File: src/rtl/sata_port_regs.sv
module sata_port_regs #(
  parameter int ADDR_W     = 16,
  parameter int DATA_W     = 32,
  parameter int RST_PERIOD = 64,
  parameter logic [ADDR_W-1:0] CTL_OFS = 16'h1F00,
  parameter logic [ADDR_W-1:0] STS_OFS = 16'h1F04
) (
  input  logic              clk,
  input  logic              rst_n,
  input  logic [ADDR_W-1:0] bus_addr,
  input  logic              bus_wr,
  input  logic              bus_rd,
  input  logic [DATA_W-1:0] bus_wdata,
  output logic [DATA_W-1:0] bus_rdata,
  input  logic              phy_present,
  input  logic              phy_linkup,
  input  logic [1:0]        phy_rate,
  input  logic [1:0]        phy_pwr,
  input  logic              phy_offline,
  output logic              comreset_req,
  output logic [3:0]        speed_cap
);
  localparam int CW = (RST_PERIOD > 2) ? $clog2(RST_PERIOD) : 1;

  logic [7:0]    ctl_q;
  logic [11:0]   sts_q;
  logic [CW-1:0] gap_cnt;
  logic [3:0]    det_n, spd_n, ipm_n;
  logic          link_ok;

  wire ctl_wr   = bus_wr && (bus_addr == CTL_OFS);
  wire [3:0] ctl_det = ctl_q[3:0];
  wire [3:0] ctl_spd = ctl_q[7:4];
  wire unused_wdata = &{1'b0, bus_wdata[DATA_W-1:8]};

  assign link_ok = phy_linkup && !phy_offline;

  always_comb begin
    if (phy_offline)      det_n = 4'b0100;
    else if (phy_linkup)  det_n = 4'b0011;
    else if (phy_present) det_n = 4'b0001;
    else                  det_n = 4'b0000;
  end

  always_comb begin
    spd_n = 4'b0000;
    if (link_ok)
      case (phy_rate)
        2'b01:   spd_n = 4'b0001;
        2'b10:   spd_n = 4'b0010;
        default: spd_n = 4'b0000;
      endcase
  end

  always_comb begin
    ipm_n = 4'b0000;
    if (link_ok)
      case (phy_pwr)
        2'b00:   ipm_n = 4'b0001;
        2'b01:   ipm_n = 4'b0010;
        2'b10:   ipm_n = 4'b0110;
        default: ipm_n = 4'b0000;
      endcase
  end

  always_ff @(posedge clk) begin
    if (!rst_n) sts_q <= '0;
    else        sts_q <= {ipm_n, spd_n, det_n};
  end

  always_ff @(posedge clk) begin
    if (!rst_n)      ctl_q <= '0;
    else if (ctl_wr) ctl_q <= bus_wdata[7:0];
  end

  always_ff @(posedge clk) begin
    if (!rst_n) begin
      gap_cnt      <= '0;
      comreset_req <= 1'b0;
    end else if (ctl_wr) begin
      gap_cnt      <= '0;
      comreset_req <= (bus_wdata[3:0] == 4'b0001);
    end else if (ctl_det == 4'b0001) begin
      if (gap_cnt == CW'(RST_PERIOD - 1)) begin
        gap_cnt      <= '0;
        comreset_req <= 1'b1;
      end else begin
        gap_cnt      <= gap_cnt + 1'b1;
        comreset_req <= 1'b0;
      end
    end else begin
      gap_cnt      <= '0;
      comreset_req <= 1'b0;
    end
  end

  always_ff @(posedge clk) begin
    if (!rst_n) bus_rdata <= '0;
    else if (bus_rd) begin
      if (bus_addr == CTL_OFS)      bus_rdata <= DATA_W'(ctl_q);
      else if (bus_addr == STS_OFS) bus_rdata <= DATA_W'(sts_q);
      else                          bus_rdata <= '0;
    end
  end

  assign speed_cap = (ctl_spd == 4'b0001 || ctl_spd == 4'b0010) ? ctl_spd : 4'b0000;
endmodule


File: config.mk
export PLATFORM = sky130hd
export DESIGN_NAME = sata_port_regs
export DESIGN_NICKNAME = d
export VERILOG_FILES = /design/src/rtl/sata_port_regs.sv
export SDC_FILE = /design/constraint.sdc
export NUM_CORES = 1
export LEC_CHECK = 0
export BUFFER_PORTS_ARGS = -buffer_cell sky130_fd_sc_hd__buf_2
export CAP_MARGIN = 20
export CORE_UTILIZATION = 45
export DETAILED_ROUTE_END_ITERATION = 10
export GPL_TIMING_DRIVEN = 1
export PLACE_DENSITY = 0.88
export SETUP_SLACK_MARGIN = 0.2
export SLEW_MARGIN = 5
export SYNTH_ARGS = -nofsm -noshare
export SYNTH_HDL_FRONTEND = slang
export SYNTH_SLANG_ARGS = --single-unit
File: constraint.sdc
create_clock -name clk -period 3.81 [get_ports clk]
set_input_delay 0.5715 -clock clk [delete_from_list [all_inputs] [get_ports clk]]
set_output_delay 0.5715 -clock clk [all_outputs]
set_load 0.05 [all_outputs]
==> key figures <==
Outcome
  • Status: finished clean

Cells and area
  • # diodes: 0
  • Top library cells by usage in the layout, fill and taps aside: sky130_fd_sc_hd__buf_2, sky130_fd_sc_hd__dfxtp_1, sky130_fd_sc_hd__conb_1
  • Synthesis-to-finish area growth: 14.5%
  • Fraction of final layout cells with drive strength greater than 1: between 20% and 30%
  • Post-layout util: between 50% and 60%
  • Post-layout nets: 280
  • Most common library cell in the layout ignoring fill and taps: sky130_fd_sc_hd__buf_2

Routing
  • Average wire per cell in the routed design: 11.3 um
  • Violation count after the first detailed-routing iteration: 39
  • Total number of vias: between 1k and 1.5k
  • Residual antenna-violating net count after detailed routing: 0
  • Total DRC errors in the routed layout: 0
  • First-pass iteration count of the detailed router: 4
  • Detailed-route wire length: about 3 mm
  • Average vias per placed instance: slightly below 5

Global route
  • GRT met2 Usage: between 20 and 30%
  • Total grt overflow: 0
  • Most used routing layer in global routing: met2
  • Via count of the first global-routing pass: around 1.1k
  • Global-route met3 utilization: a little under 3%
  • Fraction of met1 tracks used by global routing: about 18%
  • Global router's overall resource usage: between 15 and 20%
  • Initial antenna violation count: 0
  • First-pass GRT wire length: about 5 mm
  • Pin count of the biggest net entering global routing: 33

STA
  • Final hold violations: 0
  • Max transition margin: ~50%
  • RSZ-0062 raised after global routing: no
  • Tightest Pin Transition: 0.751 ns
  • Worst-case clock skew: 0.00316 ns
  • Pins Over Slew Limit: 0
  • Setup TNS: 0 ns
  • Highest Clock Rate: approximately 0.46 GHz
  • Final Setup Violations: 0
  • Smallest setup slack after layout: around 1.6 ns
  • Final period demand of the worst path: between 2 and 2.5 ns
  • Period Utilization, post-route: 57.3%
  • Worst Hold Slack: 0.463 ns

Floorplanning
  • Die boundary height: about 63 um
  • Row count: 21
  • Placeable Area: 3440 um2
  • Initial standard-cell utilization of the core: between 40% and 50%
  • Floorplan die area: 3940 um2
  • Number of ports placed on the die boundary: between 90 and 100
  • Overall die width: between 60 and 70 um

Run
  • MaxCap Viol Count: 0

Critical path
  • Category of the worst setup path capture point: register
  • Cells on worst reg2reg path: 4
  • End of the worst register-to-register path: comreset_req
  • Arrival time of data at the critical path endpoint: 2.36 ns
  • Highest fanout seen on the critical path: 15
  • Startpoint type of the worst setup path: input port
  • Register-to-register setup slack: 2.59 ns
  • Startpoint-to-endpoint class of the critical path: input port to register
  • Critical path launch point: bus_addr[14]
  • Reg2reg start: ctl_q[1]
  • Worst EP required: 3.99 ns

Yosys
  • Synth unique cells: 32
  • Number of warnings reported in the yosys synthesis log: 0
  • Post-synthesis instance area: roughly 1700 um2
  • Proportion of synthesized chip area in sequential cells: around 41%
  • Avg Inst Size Synth: 9.60 um2
  • Post-synthesis instance total: around 170
  • Count of state elements after synthesis: 34

Clock tree
  • Later-pin clock latency in the skew report: a little under 0.3 ns
  • TritonCTS clock tree: built
  • CTS Root Buffer Type: sky130_fd_sc_hd__clkbuf_8
  • Total of hold buffers inserted after clock tree synthesis: 0
  • Number of clock buffers inserted by TritonCTS: 5
  • Number of sinks handled by clock tree synthesis: 34
  • Post-CTS clock slew at the launch and capture registers of the worst setup and hold paths: 0.06 ns
  • H-tree depth reported by CTS: 2
  • Clock buffer depth: 2
  • Post-CTS setup buffer count: 0
  • Number of gates resized after cts: 0

Place
  • RePlAce Congestion: 0.757
  • HPWL Detailed: approximately 2.2 mm
  • I/O Buffers: between 40 and 50
  • Placement Setup Slack: approximately 1.3 ns

Power
  • Power density of the placed cells: approximately 380 nW/um2
  • Maximum VDD drop: ~160 uV
  • Leakage power summed over all cells: approximately 0.84 nW
  • Sum of internal, switching and leakage power: 0.000718 W

Min path
  • Hold Crit Class: register to register
  • Sink of the worst hold path: gap_cnt[0]
  • Hold wc startpoint: gap_cnt[0]
  • Worst Hold Path Cells: 1
[report_power, final]
part | switching [W] | leakage, nW | internal (W)
logic | 0.0000681 | 0.517 | 0.0000225
registers | 0.000000540 | 0.275 | 0.000358
clock network | 0.000123 | 0.0482 | 0.000145
[registers in the layout, indices dropped and copies added (netlist names)]
register	count
bus_rdata	11
ctl_q	8
sts_q	8
gap_cnt	6
comreset_req	1
[synthesized netlist by cell type (all sizes together)]
cell | count | area (um2)
ha | 3 | 37.5
nor3 | 4 | 20.0
and4 | 1 | 11.3
nor2 | 4 | 15.0
dfxtp | 34 | 681
nand3 | 8 | 40.0
xor2 | 2 | 17.5
xnor2 | 2 | 17.5
a21boi | 11 | 82.6
mux2 | 6 | 67.6
inv | 2 | 7.51
and4b | 2 | 20.0
nand2 | 18 | 67.6
nand4 | 3 | 18.8
nor3b | 1 | 7.51
buf | 27 | 213
clkbuf | 5 | 18.8
and4bb | 1 | 12.5
nand4b | 3 | 26.3
and3b | 4 | 35.0
and2 | 4 | 25.0
nor4b | 4 | 35.0
nor4 | 4 | 31.3
conb | 1 | 3.75
mux2i | 8 | 80.1
nand2b | 11 | 68.8
[kinds of logic after synthesis]
group                      Yosys count  synth area share (%)
xor gates and xnor gates             4                  2.11
other                                1                 0.226
DFF                                 34                  41.0
buffers and inverters               34                  14.4
AOI/OAI and AO/OA                   11                  4.97
and+or+nand+nor                     72                  26.1
muxes                               14                  8.89
adders and majority gates            3                  2.26
[through the flow]
stage,cell area (um2),cells
6_report,1900,265
5_1_grt,1900,265
4_1_cts,1900,265
3_5_place_dp,1810,257
3_3_place_gp,1810,257
2_1_floorplan,1740,195
[worst max path at each step]
stage	end	slack, ns	cells after the start
3_3_place_gp	comreset_req	1.34	5
5_1_grt	comreset_req	1.52	5
6_report	comreset_req	1.63	5
3_5_place_dp	comreset_req	1.32	5
4_1_cts	comreset_req	1.63	5
2_1_floorplan	speed_cap[0]	1.25	1
[cell type report]
type                       count  area (um2)
inverter                       2        7.51
timing repair buffer          48         240
fill                         341        1540
tap                           46        57.6
sequential                    34         681
multi-input combinational    127         823
clock buffer                   7        86.3
clock inverter                 1        5.00
[critical path, stage by stage]
cell and delay [ns]:
sky130_fd_sc_hd__buf_2 0.10, sky130_fd_sc_hd__nor4_2 0.26, sky130_fd_sc_hd__and4_4 0.35, sky130_fd_sc_hd__and3b_1 0.67
sky130_fd_sc_hd__mux2_2 0.40
[routing by layer]
layer,share of wire (%),vias up
met4,2.6,0
li1,-,635
met2,48,55
met3,7.0,5
met1,42,580
met5,0,-
(Power assumes the default switching activity.)
